==> src/rtl/cps_pkg.sv <==
package cps_pkg;

  typedef enum logic [1:0] {
    PM_NORMAL  = 2'd0,
    PM_STANDBY = 2'd1,
    PM_FULL    = 2'd2
  } pmode_t;

  typedef enum logic [1:0] {
    SQ_IDLE  = 2'd0,
    SQ_TRACK = 2'd1,
    SQ_CONV  = 2'd2
  } sq_t;

  // {PD1,PD0}: PD1 low -> normal, 10 -> standby, 11 -> full power-down
  function automatic pmode_t pd_decode(input logic [1:0] pd);
    pmode_t m;
    if (!pd[1])      m = PM_NORMAL;
    else if (!pd[0]) m = PM_STANDBY;
    else             m = PM_FULL;
    return m;
  endfunction

endpackage

==> src/rtl/cps_sync.sv <==
// Level synchronizer: output drops asynchronously with clr_n, rises after STAGES edges.
module cps_sync #(
  parameter int STAGES = 2
) (
  input  logic clk,
  input  logic clr_n,
  output logic q
);
  logic [STAGES-1:0] chain_q;

  always_ff @(posedge clk or negedge clr_n) begin
    if (!clr_n) chain_q <= '0;
    else        chain_q <= {chain_q[STAGES-2:0], 1'b1};
  end

  assign q = chain_q[STAGES-1];
endmodule

==> src/rtl/cps_tick.sv <==
// Conversion-clock divider: one tick every DIV clocks while run is high.
module cps_tick #(
  parameter int DIV = 4
) (
  input  logic clk,
  input  logic rst_n,
  input  logic run,
  output logic tick
);
  localparam int CW = (DIV > 1) ? $clog2(DIV) : 1;

  logic [CW-1:0] cnt_q, cnt_d;

  always_comb begin
    tick  = run && (cnt_q == CW'(DIV - 1));
    cnt_d = cnt_q;
    if (!run || tick) cnt_d = '0;
    else              cnt_d = cnt_q + CW'(1);
  end

  always_ff @(posedge clk or negedge rst_n) begin
    if (!rst_n) cnt_q <= '0;
    else        cnt_q <= cnt_d;
  end
endmodule

==> src/rtl/cps_sar.sv <==
// Successive-approximation register: one decision per tick, MSB first.
module cps_sar #(
  parameter int NBITS = 12
) (
  input  logic             clk,
  input  logic             rst_n,
  input  logic             start,
  input  logic             abort,
  input  logic             tick,
  input  logic             cmp,
  output logic [NBITS-1:0] trial,
  output logic [NBITS-1:0] code,
  output logic             done
);
  localparam int IW = (NBITS > 1) ? $clog2(NBITS) : 1;

  logic [NBITS-1:0] trial_q, trial_d;
  logic [IW-1:0]    idx_q, idx_d;
  logic             act_q, act_d;
  logic [NBITS-1:0] cur_bit, next_bit;

  always_comb begin
    cur_bit  = NBITS'(1) << idx_q;
    next_bit = (idx_q != '0) ? (NBITS'(1) << (idx_q - IW'(1))) : '0;
    code     = cmp ? trial_q : (trial_q & ~cur_bit);
    done     = act_q && tick && (idx_q == '0);

    trial_d = trial_q;
    idx_d   = idx_q;
    act_d   = act_q;
    if (abort) begin
      act_d = 1'b0;
    end else if (start) begin
      trial_d = NBITS'(1) << (NBITS - 1);
      idx_d   = IW'(NBITS - 1);
      act_d   = 1'b1;
    end else if (act_q && tick) begin
      trial_d = code | next_bit;
      if (idx_q == '0) act_d = 1'b0;
      else             idx_d = idx_q - IW'(1);
    end
  end

  always_ff @(posedge clk or negedge rst_n) begin
    if (!rst_n) begin
      trial_q <= '0;
      idx_q   <= '0;
      act_q   <= 1'b0;
    end else begin
      trial_q <= trial_d;
      idx_q   <= idx_d;
      act_q   <= act_d;
    end
  end

  assign trial = trial_q;
endmodule

==> src/rtl/cps_power.sv <==
// Power-mode register, deferred request, wake-up arm and enable decode.
module cps_power
  import cps_pkg::*;
(
  input  logic       clk,
  input  logic       rst_n,
  input  logic       hw_off,
  input  logic       pd_stb,
  input  logic [1:0] pd_mode,
  input  logic       cap_ok,
  input  logic       conv_done,
  input  logic       ev_addr_wr,
  input  logic       ev_bit,
  input  logic       ev_stop,
  output pmode_t     mode,
  output logic       core_en,
  output logic       refbuf_en,
  output logic       bgap_en
);
  pmode_t mode_q, mode_d, pend_q, pend_d;
  logic   arm_q, arm_d;

  always_comb begin
    pend_d = pend_q;
    mode_d = mode_q;
    arm_d  = arm_q;
    if (pd_stb && cap_ok) pend_d = pd_decode(pd_mode);
    if (hw_off) begin
      arm_d = 1'b0;
    end else if (conv_done) begin
      mode_d = pend_q;
    end else if (mode_q != PM_NORMAL) begin
      if (arm_q && ev_bit) begin
        mode_d = PM_NORMAL;
        arm_d  = 1'b0;
      end else if (ev_addr_wr) begin
        arm_d = 1'b1;
      end else if (ev_stop) begin
        arm_d = 1'b0;
      end
    end
  end

  always_ff @(posedge clk or negedge rst_n) begin
    if (!rst_n) begin
      mode_q <= PM_NORMAL;
      pend_q <= PM_NORMAL;
      arm_q  <= 1'b0;
    end else begin
      mode_q <= mode_d;
      pend_q <= pend_d;
      arm_q  <= arm_d;
    end
  end

  always_comb begin
    bgap_en = 1'b1;
    if (hw_off) begin
      core_en   = 1'b0;
      refbuf_en = 1'b0;
    end else begin
      unique case (mode_q)
        PM_NORMAL:  begin core_en = 1'b1; refbuf_en = 1'b1; end
        PM_STANDBY: begin core_en = 1'b0; refbuf_en = 1'b1; end
        default:    begin core_en = 1'b0; refbuf_en = 1'b0; end
      endcase
    end
  end

  assign mode = mode_q;
endmodule

==> src/rtl/conv_power_seq.sv <==
module conv_power_seq
  import cps_pkg::*;
#(
  parameter int NBITS       = 12,
  parameter int NCHAN       = 8,
  parameter int CONV_DIV    = 4,
  parameter int SYNC_STAGES = 2,
  localparam int CHW        = (NCHAN > 1) ? $clog2(NCHAN) : 1
) (
  input  logic             clk,
  input  logic             rst_n,
  input  logic             shdn_n,
  input  logic             ev_addr_wr,
  input  logic             ev_bit,
  input  logic             ev_stop,
  input  logic             ctl_stb,
  input  logic             ctl_marker,
  input  logic [CHW-1:0]   ctl_chan,
  input  logic             ctl_range,
  input  logic             ctl_bipolar,
  input  logic             pd_stb,
  input  logic [1:0]       pd_mode,
  input  logic             cmp_in,
  output logic             th_track,
  output logic [CHW-1:0]   chan_sel,
  output logic             range_sel,
  output logic             bipolar_sel,
  output logic [NBITS-1:0] dac_code,
  output logic             core_en,
  output logic             refbuf_en,
  output logic             bgap_en,
  output logic [NBITS-1:0] result,
  output logic             result_stb
);
  logic rst_sync_n, shdn_ok, hw_off;

  cps_sync #(.STAGES(SYNC_STAGES)) u_rst_sync (
    .clk(clk), .clr_n(rst_n), .q(rst_sync_n)
  );
  cps_sync #(.STAGES(SYNC_STAGES)) u_shdn_sync (
    .clk(clk), .clr_n(shdn_n), .q(shdn_ok)
  );
  assign hw_off = ~shdn_ok;

  sq_t              st_q, st_d;
  logic [CHW-1:0]   chan_q, chan_d;
  logic             rng_q, rng_d, bip_q, bip_d;
  logic [NBITS-1:0] res_q, res_d;
  logic             stb_q, stb_d;
  logic             accept, sar_start, tick, sar_done, done_g;
  logic [NBITS-1:0] sar_code, fmt_code;
  pmode_t           mode;

  cps_tick #(.DIV(CONV_DIV)) u_tick (
    .clk(clk), .rst_n(rst_sync_n),
    .run((st_q == SQ_CONV) && !hw_off), .tick(tick)
  );

  cps_sar #(.NBITS(NBITS)) u_sar (
    .clk(clk), .rst_n(rst_sync_n), .start(sar_start), .abort(hw_off),
    .tick(tick), .cmp(cmp_in), .trial(dac_code), .code(sar_code),
    .done(sar_done)
  );

  assign done_g = sar_done && !hw_off && (st_q == SQ_CONV);

  cps_power u_pwr (
    .clk(clk), .rst_n(rst_sync_n), .hw_off(hw_off),
    .pd_stb(pd_stb), .pd_mode(pd_mode), .cap_ok(st_q == SQ_TRACK),
    .conv_done(done_g), .ev_addr_wr(ev_addr_wr), .ev_bit(ev_bit),
    .ev_stop(ev_stop), .mode(mode), .core_en(core_en),
    .refbuf_en(refbuf_en), .bgap_en(bgap_en)
  );

  generate
    if (NBITS > 1) begin : g_fmt_wide
      assign fmt_code = bip_q ? {~sar_code[NBITS-1], sar_code[NBITS-2:0]} : sar_code;
    end else begin : g_fmt_one
      assign fmt_code = bip_q ? ~sar_code : sar_code;
    end
  endgenerate

  always_comb begin
    accept = ctl_stb && ctl_marker && !hw_off && (mode == PM_NORMAL) &&
             ((st_q == SQ_IDLE) || ((st_q == SQ_TRACK) && !ev_stop));
    st_d      = st_q;
    sar_start = 1'b0;
    if (hw_off) begin
      st_d = SQ_IDLE;
    end else begin
      unique case (st_q)
        SQ_IDLE:  if (accept) st_d = SQ_TRACK;
        SQ_TRACK: if (ev_stop) begin
                    st_d      = SQ_CONV;
                    sar_start = 1'b1;
                  end
        SQ_CONV:  if (done_g) st_d = SQ_IDLE;
        default:  st_d = SQ_IDLE;
      endcase
    end

    chan_d = chan_q;
    rng_d  = rng_q;
    bip_d  = bip_q;
    if (accept) begin
      chan_d = ctl_chan;
      rng_d  = ctl_range;
      bip_d  = ctl_bipolar;
    end

    res_d = res_q;
    stb_d = done_g;
    if (done_g) res_d = fmt_code;
  end

  always_ff @(posedge clk or negedge rst_sync_n) begin
    if (!rst_sync_n) begin
      st_q   <= SQ_IDLE;
      chan_q <= '0;
      rng_q  <= 1'b0;
      bip_q  <= 1'b0;
      res_q  <= '0;
      stb_q  <= 1'b0;
    end else begin
      st_q   <= st_d;
      chan_q <= chan_d;
      rng_q  <= rng_d;
      bip_q  <= bip_d;
      res_q  <= res_d;
      stb_q  <= stb_d;
    end
  end

  assign th_track    = (st_q == SQ_TRACK) && !hw_off;
  assign chan_sel    = chan_q;
  assign range_sel   = rng_q;
  assign bipolar_sel = bip_q;
  assign result      = res_q;
  assign result_stb  = stb_q;
endmodule

==> config.mk <==
export PLATFORM = sky130hd
export DESIGN_NAME = conv_power_seq
export DESIGN_NICKNAME = d
export VERILOG_FILES = /design/src/rtl/cps_pkg.sv /design/src/rtl/cps_sync.sv /design/src/rtl/cps_tick.sv /design/src/rtl/cps_sar.sv /design/src/rtl/cps_power.sv /design/src/rtl/conv_power_seq.sv
export SDC_FILE = /design/constraint.sdc
export NUM_CORES = 1
export LEC_CHECK = 0
export ABC_AREA = 1
export BUFFER_PORTS_ARGS = -buffer_cell sky130_fd_sc_hd__buf_2
export CORE_MARGIN = 8
export CORE_UTILIZATION = 35
export CTS_BUF_LIST = sky130_fd_sc_hd__clkbuf_16
export DETAILED_ROUTE_END_ITERATION = 7
export REMOVE_ABC_BUFFERS = 1
export SKIP_CTS_REPAIR_TIMING = 1
export SKIP_LAST_GASP = 1
export SYNTH_ARGS = -nofsm -noshare
export SYNTH_HDL_FRONTEND = slang
export SYNTH_SLANG_ARGS = --single-unit
==> constraint.sdc <==
create_clock -name clk -period 1.7 [get_ports clk]
set_clock_uncertainty 0.15 [all_clocks]
set_input_delay 0.085 -clock clk [delete_from_list [all_inputs] [get_ports clk]]
set_output_delay 0.085 -clock clk [all_outputs]
set_load 0.01 [all_outputs]
==> insert_results.sql <==
INSERT INTO impl_metrics (metric_group, metric, value, unit) VALUES
('timing', 'setup_viol', '0', ''),
('cells_and_area', 'final_net_count', '394', ''),
('status', 'outcome', 'finished with violations', ''),
('floorplan', 'core_area', '0.00672', 'mm^2'),
('cells_and_area', 'filler_cell_count', '672', ''),
('floorplan', 'floorplan.die.height', '99.0', 'um'),
('timing', 'max_clock_freq', '616', 'MHz'),
('worst_setup_path', 'startpoint_type', 'flop', ''),
('cts', 'clock_sinks', '48', ''),
('synthesis', 'yosysSeqAreaShare', '49.8', '%'),
('route', 'routed_via_density', '4.69', ''),
('route', 'first_pass_iters', '4', ''),
('cells_and_area', 'synthToLayoutAreaGrowth', '29.2', '%'),
('synthesis', 'synth.lib_cells_used.distinct', '29', ''),
('timing', 'period_minus_slack', '1.62', 'ns'),
('timing', 'timing.final.hold_violations', '2', ''),
('pwr', 'power.leakage', '1.74', 'nW'),
('min_path', 'hold_path.startpoint', 'ev_stop', ''),
('worst_setup_path', 'buf_inv_on_cp', '3', ''),
('route', 'dr.first_iter.drc_count', '50', ''),
('pwr', 'vdd_ir_drop_max', '0.437', 'mV'),
('floorplan', 'core.rowCount', '30', ''),
('global_route', 'grt_pass1_wl', '9570', 'um'),
('floorplan', 'die_w', '99.0', 'um'),
('job', 'cap_violations', '0', ''),
('floorplan', 'floorplan.initialDensity', '35.9', '%'),
('timing', 'fin_setup_tns', '0', 'ns'),
('floorplan', 'die-area', '0.00981', 'mm^2'),
('synthesis', 'yosys_register_bits', '48', ''),
('global_route', 'track_usage', '11.8', '%'),
('placement', 'place_hpwl', '4410', 'um'),
('placement', 'place.gp.congestion', '0.856', ''),
('cts', 'clockRootBuffer', 'sky130_fd_sc_hd__clkbuf_16', ''),
('timing', 'hold_ws', '-0.00575', 'ns'),
('global_route', 'grt_pass1_vias', '2083', ''),
('worst_setup_path', 'cp_max_fo', '5', ''),
('global_route', 'grt_max_degree', '20', ''),
('cells_and_area', 'final_cell_mix', 'sky130_fd_sc_hd__nand2_1 (120), sky130_fd_sc_hd__buf_2 (49), sky130_fd_sc_hd__dfrtp_1 (47)', ''),
('placement', 'detailed_place.area', '0.00284', 'mm^2'),
('worst_setup_path', 'crit_required', '1.77', 'ns'),
('synthesis', 'synthesis.area_per_instance', '8.32', 'um^2'),
('cts', 'clock_transition_at_the_registers_of_the_reported_paths', '0.06', 'ns'),
('status', 'failing_checks', 'negative hold slack', ''),
('pwr', 'switching_power', '0.848', 'mW'),
('cells_and_area', 'finalInstanceArea', '0.00312', 'mm^2'),
('cts', 'cts-buffers-inserted', '5', ''),
('timing', 'final_max_slew_viol_count', '0', ''),
('placement', 'numPortBuffers', '49', ''),
('pwr', 'power_report.internal_total', '2.05', 'mW'),
('worst_setup_path', 'cp_data_arrival_time', '1.69', 'ns'),
('cells_and_area', 'antenna-diode-count', '0', ''),
('synthesis', 'yosys_warnings', '0', ''),
('floorplan', 'top_level_ports', '51', ''),
('cells_and_area', 'drive_gt1_share', '29.4', '%'),
('route', 'route.detailed.drc', '0', ''),
('cts', 'worst_skew_pair.late_latency', '0.28', 'ns'),
('cells_and_area', 'most_common_library_cell_in_the_layout_ignoring_fill_and_taps', 'sky130_fd_sc_hd__nand2_1', ''),
('pwr', 'power.clock.fraction', '31.3', '%'),
('route', 'detail_route.wl_per_cell', '12.8', 'um'),
('cts', 'cts_tree', 'done', ''),
('route', 'totalWireLength', '5790', 'um'),
('worst_setup_path', 'worst_setup_path_startpoint', 'u_sar.idx_q[0]', ''),
('pwr', 'sequentialPowerShare', '47.0', '%'),
('worst_setup_path', 'critical_path.slowest_cell', 'sky130_fd_sc_hd__dfrtp_1', ''),
('worst_setup_path', 'crit_family', 'simple AND/OR/NAND/NOR gates', ''),
('pwr', 'p_comb_share', '21.7', '%'),
('worst_setup_path', 'critical_path.endpoint_type', 'flop', ''),
('worst_setup_path', 'critical_path.reg2reg.startpoint', 'u_sar.idx_q[0]', ''),
('worst_setup_path', 'crit_type', 'reg2reg', ''),
('timing', 'period_share', '95.4', '%'),
('global_route', 'grt_antenna_before_repair', '0', '');
Yosys cell counts:
cell type                  instances  area [um^2]
sky130_fd_sc_hd__nand2_1         123          462
sky130_fd_sc_hd__dfrtp_1          48         1200
sky130_fd_sc_hd__nor2_1           18         67.6
sky130_fd_sc_hd__o21ai_0          17         85.1
sky130_fd_sc_hd__nand3_1          16         80.1
sky130_fd_sc_hd__inv_1            14         52.6
sky130_fd_sc_hd__o21ai_2          11         96.3
sky130_fd_sc_hd__ha_1              6         75.1
sky130_fd_sc_hd__buf_6             4         45.0
sky130_fd_sc_hd__inv_2             4         15.0
sky130_fd_sc_hd__a21oi_1           3         15.0
sky130_fd_sc_hd__nand2_2           3         18.8
sky130_fd_sc_hd__nor3_1            3         15.0
sky130_fd_sc_hd__nand2_4           2         22.5
sky130_fd_sc_hd__nand4_1           2         12.5
sky130_fd_sc_hd__nor2_4            2         22.5
sky130_fd_sc_hd__o21ai_1           2         10.0
sky130_fd_sc_hd__buf_2             1         5.00
sky130_fd_sc_hd__buf_4             1         7.51
sky130_fd_sc_hd__buf_8             1         15.0
sky130_fd_sc_hd__conb_1            1         3.75
sky130_fd_sc_hd__nand3_4           1         17.5
sky130_fd_sc_hd__nand3b_1          1         7.51
sky130_fd_sc_hd__nand4_2           1         12.5
sky130_fd_sc_hd__nor2_2            1         6.26
sky130_fd_sc_hd__nor2_8            1         20.0
sky130_fd_sc_hd__nor3b_1           1         7.51
sky130_fd_sc_hd__o211ai_1          1         7.51
sky130_fd_sc_hd__o21bai_1          1         7.51
kinds of logic after synthesis:
logic type               Yosys count  share of synthesized area [%]
other                              1                          0.155
adder cells (fa/ha/maj)            6                           3.11
buffers and inverters             25                           5.81
AND/OR/NAND/NOR                  175                           32.0
flip-flops                        48                           49.8
AO/OA/AOI/OAI                     35                           9.18
sequential cells by signal, indices dropped and copies added (netlist names), 2 cells and up:
register             flops
result                  12
u_sar.trial             12
u_sar.idx_q              4
chan_sel                 3
st_q                     2
u_pwr.mode               2
u_pwr.pend_q             2
u_rst_sync.chain_q       2
u_shdn_sync.chain_q      2
u_tick.cnt_q             2
area by class of cell:
class	count	area (um^2)	area share (%)
Sequential cell	48	1200	38.6
Multi-Input combinational cell	220	1110	35.6
Timing Repair Buffer	78	503	16.1
Clock buffer	5	125	4.01
Tap cell	80	100	3.21
Inverter	18	67.6	2.17
Clock inverter	2	8.76	0.281
worst min-delay path, delay by kind of cell:
kind | cells | cell delay [ns]
AND/OR/NAND/NOR | 2 | 0.17
buffers and inverters | 1 | 0.14
final timing paths:
kind                                         endpoint  slack, ns  depth (start not counted)
worst max-delay path                   u_sar.trial[9]       0.08                         11
worst min-delay path                      u_sar.act_q     -0.006                          3
worst max register to register         u_sar.trial[9]       0.08                         11
worst min register to register              result[9]       0.04                          0
max in group asynchronous       u_rst_sync.chain_q[1]       0.76                          3
min in group asynchronous                   result[9]       0.04                          0
through the flow:
| step | util (%) | setup WS, ns |
|---|---|---|
| 2_1_floorplan | - | 0.0331 |
| 3_3_place_gp | 42.3 | 0.0899 |
| 3_5_place_dp | 42.3 | 0.0678 |
| 4_1_cts | 44.3 | 0.0470 |
| 5_1_grt | 46.4 | -0.00128 |
| 6_report | 46.4 | 0.0778 |
power groups by stage:
| stage | Clock, mW | Combinational [mW] | Sequential (mW) |
|---|---|---|---|
| after floorplan | 0 | 0.323 | 1.41 |
| after global placement | 0 | 0.586 | 1.38 |
| after detailed placement | 0 | 0.596 | 1.38 |
| after CTS | 0.940 | 0.601 | 1.36 |
| after global routing | 0.990 | 0.708 | 1.38 |
| final | 0.906 | 0.630 | 1.36 |
routing by layer:
layer | track usage, % | part of all wire [%] | vias up
met5 | 0 | 0 | -
li1 | - | - | 1078
met2 | 19.8 | 48 | 56
met4 | 3.42 | 1.4 | 0
met3 | 3.88 | 4.8 | 8
met1 | 14.0 | 46 | 975
Power figures use the tool's default switching activity.
